## config.mk

```make
export PLATFORM = sky130hd
export DESIGN_NAME = issue_interlock
export DESIGN_NICKNAME = d
export VERILOG_FILES = /design/src/rtl/issue_interlock_pkg.sv /design/src/rtl/ilk_scoreboard.sv /design/src/rtl/ilk_issue_ctl.sv /design/src/rtl/issue_interlock.sv
export SDC_FILE = /design/constraint.sdc
export NUM_CORES = 1
export LEC_CHECK = 0
export BUFFER_PORTS_ARGS = -buffer_cell sky130_fd_sc_hd__buf_4
export CELL_PAD_IN_SITES_DETAIL_PLACEMENT = 1
export CELL_PAD_IN_SITES_GLOBAL_PLACEMENT = 2
export CORE_MARGIN = 1.5
export CORE_UTILIZATION = 49
export CTS_BUF_LIST = sky130_fd_sc_hd__clkbuf_4 sky130_fd_sc_hd__clkbuf_8
export DETAILED_ROUTE_END_ITERATION = 10
export PLACE_DENSITY = 0.92
export SETUP_SLACK_MARGIN = 0.02
export SLEW_MARGIN = 5
export SYNTH_ARGS = -nofsm -noshare
export SYNTH_HDL_FRONTEND = slang
export SYNTH_SLANG_ARGS = --single-unit
export TNS_END_PERCENT = 30
```

## constraint.sdc

```tcl
create_clock -name clk -period 16.2 [get_ports clk]
set_input_delay 0.81 -clock clk [delete_from_list [all_inputs] [get_ports clk]]
set_output_delay 0.81 -clock clk [all_outputs]
set_load 0.02 [all_outputs]
```

## src/rtl/issue_interlock_pkg.sv

```systemverilog
package issue_interlock_pkg;

    typedef enum logic [2:0] {
        C_INT    = 3'd0,
        C_FPOP   = 3'd1,
        C_LOAD   = 3'd2,
        C_STORE  = 3'd3,
        C_BRANCH = 3'd4,
        C_NOP    = 3'd5
    } iclass_t;

    // class of the instruction that owns a pending register
    typedef enum logic [1:0] {
        P_INT = 2'd0,
        P_FP  = 2'd1,
        P_LD  = 2'd2
    } prod_t;

    // how a source operand is consumed
    typedef enum logic [1:0] {
        K_INT = 2'd0,
        K_FP  = 2'd1,
        K_ST  = 2'd2
    } kind_t;

    function automatic int gap_of(prod_t p, kind_t k,
                                  int ii, int ff, int fs, int lf, int ls);
        int g;
        unique case (p)
            P_INT:   g = ii;
            P_FP:    g = (k == K_ST) ? fs : ff;
            P_LD:    g = (k == K_ST) ? ls : lf;
            default: g = 0;
        endcase
        return g;
    endfunction

endpackage

```

## src/rtl/ilk_scoreboard.sv

```systemverilog
module ilk_scoreboard
    import issue_interlock_pkg::*;
#(
    parameter int RW        = 5,
    parameter int CW        = 3,
    parameter int CAP_INT   = 0,
    parameter int CAP_FP    = 3,
    parameter int CAP_LD    = 1,
    parameter bit SKIP_ZERO = 1'b0
) (
    input  logic          clk,
    input  logic          rst,
    input  logic          wr_en,
    input  logic [RW-1:0] wr_idx,
    input  prod_t         wr_cls,
    input  logic [RW-1:0] rd_idx_a,
    input  logic [RW-1:0] rd_idx_b,
    output logic          rd_pend_a,
    output logic          rd_pend_b,
    output prod_t         rd_cls_a,
    output prod_t         rd_cls_b,
    output logic [CW-1:0] rd_age_a,
    output logic [CW-1:0] rd_age_b
);

    localparam int            NREG    = 1 << RW;
    localparam logic [CW-1:0] AGE_ONE = CW'(1);

    logic          pend [NREG];
    prod_t         cls  [NREG];
    logic [CW-1:0] age  [NREG];
    logic          wr_fire;

    function automatic int cap_of(prod_t p);
        int c;
        unique case (p)
            P_INT:   c = CAP_INT;
            P_FP:    c = CAP_FP;
            P_LD:    c = CAP_LD;
            default: c = 0;
        endcase
        return c;
    endfunction

    // producers whose longest gap is zero never need an entry
    always_comb begin
        wr_fire = wr_en && (cap_of(wr_cls) > 0);
        if (SKIP_ZERO && (wr_idx == '0)) wr_fire = 1'b0;
    end

    always_ff @(posedge clk) begin
        for (int k = 0; k < NREG; k++) begin
            if (rst) begin
                pend[k] <= 1'b0;
                cls[k]  <= P_INT;
                age[k]  <= '0;
            end else if (wr_fire && (wr_idx == RW'(k))) begin
                pend[k] <= 1'b1;
                cls[k]  <= wr_cls;
                age[k]  <= '0;
            end else if (pend[k]) begin
                if ((int'(age[k]) + 1) >= cap_of(cls[k])) begin
                    pend[k] <= 1'b0;
                end else begin
                    age[k] <= age[k] + AGE_ONE;
                end
            end
        end
    end

    always_comb begin
        rd_pend_a = pend[rd_idx_a];
        rd_pend_b = pend[rd_idx_b];
        if (SKIP_ZERO && (rd_idx_a == '0)) rd_pend_a = 1'b0;
        if (SKIP_ZERO && (rd_idx_b == '0)) rd_pend_b = 1'b0;
        rd_cls_a = cls[rd_idx_a];
        rd_cls_b = cls[rd_idx_b];
        rd_age_a = age[rd_idx_a];
        rd_age_b = age[rd_idx_b];
    end

    // checker state: remembers last write for the refresh check
    logic          chk_wr;
    logic [RW-1:0] chk_idx;

    always_ff @(posedge clk) begin
        if (rst) begin
            chk_wr  <= 1'b0;
            chk_idx <= '0;
        end else begin
            chk_wr  <= wr_fire;
            chk_idx <= wr_idx;
        end
    end

    always_ff @(posedge clk) begin
        if (!rst) begin
            if (chk_wr) begin
                p_refresh_r6: assert (pend[chk_idx] && (age[chk_idx] == '0))
                    else $error("entry not refreshed by newer producer");
            end
            for (int k = 0; k < NREG; k++) begin
                p_age_bound_r6: assert (!pend[k] || (int'(age[k]) < cap_of(cls[k])))
                    else $error("scoreboard entry outlived its gap");
            end
        end
    end

endmodule

```

## src/rtl/ilk_issue_ctl.sv

```systemverilog
module ilk_issue_ctl #(
    parameter int CNT_W = 16
) (
    input  logic             clk,
    input  logic             rst,
    input  logic             in_valid,
    input  logic             in_ready,
    input  logic             is_branch,
    output logic             issue_valid,
    output logic             issue_slot,
    output logic [CNT_W-1:0] stall_count
);

    typedef enum logic {
        ST_RUN  = 1'b0,
        ST_SLOT = 1'b1
    } state_t;

    localparam logic [CNT_W-1:0] CNT_ONE = CNT_W'(1);

    state_t state, state_nx;
    logic   held;

    always_ff @(posedge clk) begin
        if (rst) state <= ST_RUN;
        else     state <= state_nx;
    end

    always_comb begin
        state_nx = state;
        unique case (state)
            ST_RUN:  if (issue_valid && is_branch)  state_nx = ST_SLOT;
            ST_SLOT: if (issue_valid && !is_branch) state_nx = ST_RUN;
            default: state_nx = ST_RUN;
        endcase
    end

    always_comb begin
        issue_valid = in_valid && in_ready;
        issue_slot  = issue_valid && (state == ST_SLOT);
        held        = in_valid && !in_ready;
    end

    always_ff @(posedge clk) begin
        if (rst)       stall_count <= '0;
        else if (held) stall_count <= stall_count + CNT_ONE;
    end

    p_stall_step_r8: assert property (@(posedge clk) disable iff (rst)
        held |=> (stall_count == $past(stall_count) + CNT_ONE));

    p_no_phantom_stall_r8: assert property (@(posedge clk) disable iff (rst)
        !held |=> $stable(stall_count));

    p_hold_kept_r8: assert property (@(posedge clk) disable iff (rst)
        held |=> in_valid);

    p_slot_follows_branch_r9: assert property (@(posedge clk) disable iff (rst)
        (issue_valid && is_branch) |=> (state == ST_SLOT));

    p_slot_single_r9: assert property (@(posedge clk) disable iff (rst)
        (issue_slot && !is_branch) |=> !issue_slot);

endmodule

```

## src/rtl/issue_interlock.sv

```systemverilog
module issue_interlock
    import issue_interlock_pkg::*;
#(
    parameter int RW          = 5,
    parameter int LAT_FP_FP   = 3,
    parameter int LAT_FP_ST   = 2,
    parameter int LAT_LD_FP   = 1,
    parameter int LAT_LD_ST   = 0,
    parameter int LAT_INT_INT = 0,
    parameter int CNT_W       = 16
) (
    input  logic             clk,
    input  logic             rst,
    input  logic             in_valid,
    output logic             in_ready,
    input  logic [2:0]       in_class,
    input  logic [RW-1:0]    in_dst,
    input  logic [RW-1:0]    in_src_a,
    input  logic [RW-1:0]    in_src_b,
    output logic             issue_valid,
    output logic             issue_slot,
    output logic [CNT_W-1:0] stall_count
);

    localparam int CAP_FP  = (LAT_FP_FP > LAT_FP_ST) ? LAT_FP_FP : LAT_FP_ST;
    localparam int CAP_LD  = (LAT_LD_FP > LAT_LD_ST) ? LAT_LD_FP : LAT_LD_ST;
    localparam int CAP_INT = LAT_INT_INT;
    localparam int CAP_M1  = (CAP_FP > CAP_LD) ? CAP_FP : CAP_LD;
    localparam int CAP_MAX = (CAP_M1 > CAP_INT) ? CAP_M1 : CAP_INT;
    localparam int CW      = (CAP_MAX < 2) ? 1 : $clog2(CAP_MAX);

    iclass_t cls;
    logic    use_a, use_b, a_fp, b_fp;
    kind_t   kind_a, kind_b;
    logic    wr_int, wr_fp;
    prod_t   wr_prod;

    // operand decode per class
    always_comb begin
        cls     = iclass_t'(in_class);
        use_a   = 1'b0;
        use_b   = 1'b0;
        a_fp    = 1'b0;
        b_fp    = 1'b0;
        kind_a  = K_INT;
        kind_b  = K_INT;
        wr_int  = 1'b0;
        wr_fp   = 1'b0;
        wr_prod = P_INT;
        unique case (cls)
            C_INT: begin
                use_a  = 1'b1;
                use_b  = 1'b1;
                wr_int = 1'b1;
            end
            C_FPOP: begin
                use_a   = 1'b1;
                use_b   = 1'b1;
                a_fp    = 1'b1;
                b_fp    = 1'b1;
                kind_a  = K_FP;
                kind_b  = K_FP;
                wr_fp   = 1'b1;
                wr_prod = P_FP;
            end
            C_LOAD: begin
                use_a   = 1'b1;
                wr_fp   = 1'b1;
                wr_prod = P_LD;
            end
            C_STORE: begin
                use_a  = 1'b1;
                use_b  = 1'b1;
                b_fp   = 1'b1;
                kind_b = K_ST;
            end
            C_BRANCH: use_a = 1'b1;
            default:  ;
        endcase
    end

    logic          ip_a, ip_b, fp_pa, fp_pb;
    prod_t         ic_a, ic_b, fc_a, fc_b;
    logic [CW-1:0] ia_a, ia_b, fa_a, fa_b;

    ilk_scoreboard #(
        .RW(RW), .CW(CW), .CAP_INT(CAP_INT), .CAP_FP(CAP_FP),
        .CAP_LD(CAP_LD), .SKIP_ZERO(1'b1)
    ) int_sb_i (
        .clk(clk), .rst(rst),
        .wr_en(issue_valid && wr_int), .wr_idx(in_dst), .wr_cls(wr_prod),
        .rd_idx_a(in_src_a), .rd_idx_b(in_src_b),
        .rd_pend_a(ip_a), .rd_pend_b(ip_b),
        .rd_cls_a(ic_a), .rd_cls_b(ic_b),
        .rd_age_a(ia_a), .rd_age_b(ia_b)
    );

    ilk_scoreboard #(
        .RW(RW), .CW(CW), .CAP_INT(CAP_INT), .CAP_FP(CAP_FP),
        .CAP_LD(CAP_LD), .SKIP_ZERO(1'b0)
    ) fp_sb_i (
        .clk(clk), .rst(rst),
        .wr_en(issue_valid && wr_fp), .wr_idx(in_dst), .wr_cls(wr_prod),
        .rd_idx_a(in_src_a), .rd_idx_b(in_src_b),
        .rd_pend_a(fp_pa), .rd_pend_b(fp_pb),
        .rd_cls_a(fc_a), .rd_cls_b(fc_b),
        .rd_age_a(fa_a), .rd_age_b(fa_b)
    );

    logic          pend_a, pend_b, blk_a, blk_b;
    prod_t         pc_a, pc_b;
    logic [CW-1:0] age_a, age_b;
    int            gap_a, gap_b;

    // each source is blocked while its producer's gap is still open
    always_comb begin
        pend_a = a_fp ? fp_pa : ip_a;
        pc_a   = a_fp ? fc_a  : ic_a;
        age_a  = a_fp ? fa_a  : ia_a;
        pend_b = b_fp ? fp_pb : ip_b;
        pc_b   = b_fp ? fc_b  : ic_b;
        age_b  = b_fp ? fa_b  : ia_b;
        gap_a  = gap_of(pc_a, kind_a, LAT_INT_INT, LAT_FP_FP, LAT_FP_ST,
                        LAT_LD_FP, LAT_LD_ST);
        gap_b  = gap_of(pc_b, kind_b, LAT_INT_INT, LAT_FP_FP, LAT_FP_ST,
                        LAT_LD_FP, LAT_LD_ST);
        blk_a  = use_a && pend_a && (int'(age_a) < gap_a);
        blk_b  = use_b && pend_b && (int'(age_b) < gap_b);
        in_ready = !(blk_a || blk_b);
    end

    ilk_issue_ctl #(.CNT_W(CNT_W)) ctl_i (
        .clk(clk), .rst(rst),
        .in_valid(in_valid), .in_ready(in_ready),
        .is_branch(cls == C_BRANCH),
        .issue_valid(issue_valid), .issue_slot(issue_slot),
        .stall_count(stall_count)
    );

    p_fpfp_gap_r1: assert property (@(posedge clk) disable iff (rst)
        ($past(!rst) && $past(issue_valid) && ($past(in_class) == 3'd1) &&
         in_valid && (in_class == 3'd1) &&
         ((in_src_a == $past(in_dst)) || (in_src_b == $past(in_dst))))
        |-> !in_ready);

    p_ldfp_gap_r3: assert property (@(posedge clk) disable iff (rst)
        ($past(!rst) && $past(issue_valid) && ($past(in_class) == 3'd2) &&
         in_valid && (in_class == 3'd1) &&
         ((in_src_a == $past(in_dst)) || (in_src_b == $past(in_dst))))
        |-> !in_ready);

endmodule

```

==> impl_metrics.py <==
metrics = {
    "routing": {
        "firstDrtPassIters": 5,
        "ant_nets": 0,
        "drtIter0Drc": 1856,
        "avgRoutedWirePerCell_um": 24.83,
        "remaining_drc_errors": 0,
        "wl_mm": 82.99,
        "routed_via_density": 6.009,
        "vias": 20090,
    },
    "pwr": {
        "seqPwrFrac_pct": 45.4,
        "power.density_nw_per_um2": 80.94,
        "power.switching_uw": 750.0,
        "p_clk_share_pct": 34.9,
        "combinationalPowerShare_pct": 19.7,
        "max-vdd-ir-drop_mv": 0.05908,
        "intPower_mw": 1.663,
        "leakagePower_nw": 13.11,
        "swShare_pct": 31.09,
    },
    "critical_path": {
        "critical-path-max-stage-delay_ns": 0.78,
        "reg2reg_from": "int_sb_i.cls[10][1]",
        "criticalPathCategory": "primary input to output port",
        "worst-path-buf-inv": 6,
        "crit_path_cell_trace": "buf_4 -> buf_4 -> mux4_2 -> mux4_2 -> mux4_2 -> inv_1 -> ha_1 -> inv_1 -> ha_1 -> nor2_1 -> nor3b_1 -> o311ai_0 -> a32oi_1 -> o22a_2 -> nand2_4 -> clkinv_2 -> and2_1 -> buf_4",
        "worstSetupStartpointType": "primary input",
        "r2r_slack_ns": 9.51,
        "cp.arrival_ns": 7.34,
        "critical_path_peak_fanout": 47,
        "worstRegToRegCells": 17,
        "critPathRequiredTime_ns": 15.39,
        "worstSetupEndpointType": "output port",
        "cp_slowest_cell": "buf_4",
        "worstSetupPathDepth": 18,
        "startpoint": "in_src_b[0]",
        "critical-path-top-delay-family": "buffers and inverters",
    },
    "clock_network": {
        "clk_path_buf_depth": 3,
        "clock_latency_ns": 0.71,
        "hold_buffers": 0,
        "postCtsSetupBuffers": 0,
        "numCtsBuffers": 61,
        "h-tree-depth": 2,
        "clk_pin_slew_ns": 0.06,
        "tritoncts": "yes",
        "cts_root_buffer": "clkbuf_8",
        "cts-resized-gates": 0,
        "cts.sinks": 337,
    },
    "layout": {
        "final_cell_area_um2": 29810,
        "num-fill-cells": 5836,
        "layout.nets": 2964,
        "drive_above_1_share_pct": 16.00,
        "multi_input_area_um2": 15200,
        "areaGrowthSynthToFinish_pct": 8.514,
        "seq_area_um2": 9950,
    },
    "die": {
        "start_util_pct": 49.76,
        "fp.dieW_um": 239.8,
        "coreArea_um2": 55200,
        "die_y_um": 239.8,
        "io_pins": 40,
        "die-area_um2": 57480,
        "rows": 86,
    },
    "hold_path": {
        "holdPathStages": 3,
        "min_path_type": "primary input to flip-flop",
        "hold_start": "in_class[2]",
    },
    "global_routing": {
        "use_met2_pct": 48.97,
        "grt_pass1_vias": 20970,
        "antenna_found_initial": 2,
        "grt_usage_pct": 29.76,
        "grt_max_degree": 55,
        "use_met3_pct": 5.889,
        "grt_pass1_wl_mm": 127.4,
        "overflow": 0,
        "grt_most_used_layer": "met2",
        "met1_usage_pct": 38.81,
    },
    "timing": {
        "finalSetupTns_ns": 0,
        "fin_hold_ws_ns": 0.4752,
        "rsz0062_at_grt": "no",
        "fin_ws_ns": 8.046,
        "post-route-min-period_ns": 8.154,
        "slew_violations": 0,
        "hold_viol": 0,
        "worst_slew_pin_slew_ns": 1.257,
        "max_slew_margin_pct": 15.90,
        "fmax_ghz": 0.1226,
        "finClkSkew_ns": 0.04031,
        "finalCritPeriodShare_pct": 50.33,
        "setup_viol": 0,
    },
    "placement": {
        "dp_hpwl_mm": 62.59,
        "io_buffers": 39,
        "gp_congestion": 0.9232,
        "place_area_um2": 28590,
        "place_worst_setup_slack_ns": 7.871,
    },
    "logic_synthesis": {
        "yosysTopAreaCellShare_pct": 34.98,
        "muxShareOfSynthArea_pct": 15.74,
        "yosys.area_share.simple_pct": 10.34,
        "postSynthAreaPerCell_um2": 11.08,
        "synth_top_family_by_area": "adder cells",
        "synthCells": 2478,
        "synthTopCellsByArea": "edfxtp_1, ha_1, mux4_2, inv_1, fa_1",
        "yosys.area_share.xor_xnor_pct": 0,
        "netlist_area_um2": 27470,
        "synth-compound-area-share_pct": 8.664,
        "synthAdderAreaFrac_pct": 19.56,
        "synth_top_cell_by_area": "edfxtp_1",
        "ys_warn_count": 0,
        "synth_async_sr_flop_share_pct": 0,
        "yosysMostFrequentCell": "inv_1",
        "synth-seq-cells": 337,
        "ys_dominant_reg_cell": "edfxtp_1",
        "synth-edff-count": 320,
        "ys_seq_area_share_pct": 36.22,
        "ys_types": 63,
        "synth.top_cells.by_count": "inv_1, ha_1, edfxtp_1",
    },
    "run": {
        "drv_cap": 0,
    },
    "status": {
        "status": "completed",
    },
}
-- power by group through the flow --
stage | clock network (mW) | registers (mW) | logic, mW
after floorplan | 0 | 1.07 | 0.348
after global placement | 0 | 1.10 | 0.438
after detailed placement | 0 | 1.11 | 0.468
after CTS | 0.856 | 1.09 | 0.473
after global routing | 0.890 | 1.10 | 0.525
final | 0.843 | 1.09 | 0.475
-- cell type report --
cell class	instances	share of cell area [%]
Sequential cell	337	33.38
Tap cell	748	3.140
Timing Repair Buffer	56	1.410
Clock buffer	83	3.476
Inverter	555	6.994
Clock inverter	21	0.5961
Antenna cell	2	0.01679
Multi-Input combinational cell	1541	50.99
-- through the flow --
stage	total power [mW]	std cells	util, %
2_1_floorplan	1.419	2542	-
3_3_place_gp	1.542	3237	51.79
3_5_place_dp	1.578	3237	51.79
4_1_cts	2.422	3341	53.99
5_1_grt	2.518	3342	53.99
6_report	2.413	3343	54.00
-- worst reg2reg max path: stages (launching register included) --
cell and delay, ns:
edfxtp_1 0.51, mux4_2 0.51, mux4_2 0.55, mux4_2 0.50, inv_1 0.07, ha_1 0.15
inv_1 0.05, ha_1 0.30, nor2_1 0.07, nor3b_1 0.25, o311ai_0 0.20, a32oi_1 0.29
o22a_2 0.64, nand2_4 0.26, clkinv_2 0.69, buf_4 0.63, nand3_2 0.55, nor2_1 0.27
-- metal layers --
metal	wire, µm	vias to the layer above	share of wire [%]
met2	39790	838	48
li1	-	8719	-
met4	3284	0	4.0
met3	7448	187	9.0
met5	0	-	0
met1	32470	10340	39
-- cells by family (layout without fill, tap and decap cells) --
family / count (synthesis) / count (layout)
multiplexers: 204 / 204
AO/OA/AOI/OAI: 324 / 324
buffers and inverters: 664 / 715
AND/OR/NAND/NOR: 557 / 557
adder cells (fa/ha/maj): 391 / 391
other: 1 / 67
flip-flops: 337 / 337
-- worst paths after layout --
check	end
setup reg to reg	fp_sb_i.cls[5][1]
setup / recovery	issue_slot
hold / removal	flip-flop
hold reg to reg	ctl_i.stall_count[10]
-- state kept, by name, indices dropped and copies added, names as in the netlist, named ones only --
register / count
int_sb_i.age: 64
int_sb_i.cls: 64
int_sb_i.pend: 32
fp_sb_i.pend: 32
ctl_i.stall_count: 16
fp_sb_i.age: 64
fp_sb_i.cls: 64
-- layout by cell type (no fill, tap or decap), drive strengths merged, types with 64 or more instances in the layout --
cell type | Yosys | layout
edfxtp | 320 | 320
ha | 327 | 327
o22ai | 71 | 71
mux4 | 181 | 181
conb | 1 | 65
clkbuf | 38 | 83
and3 | 65 | 65
fa | 64 | 64
inv | 554 | 555
o21ai | 70 | 70
nor2 | 149 | 149
nand2 | 149 | 149
No activity file was read; power rests on OpenSTA's default activity.
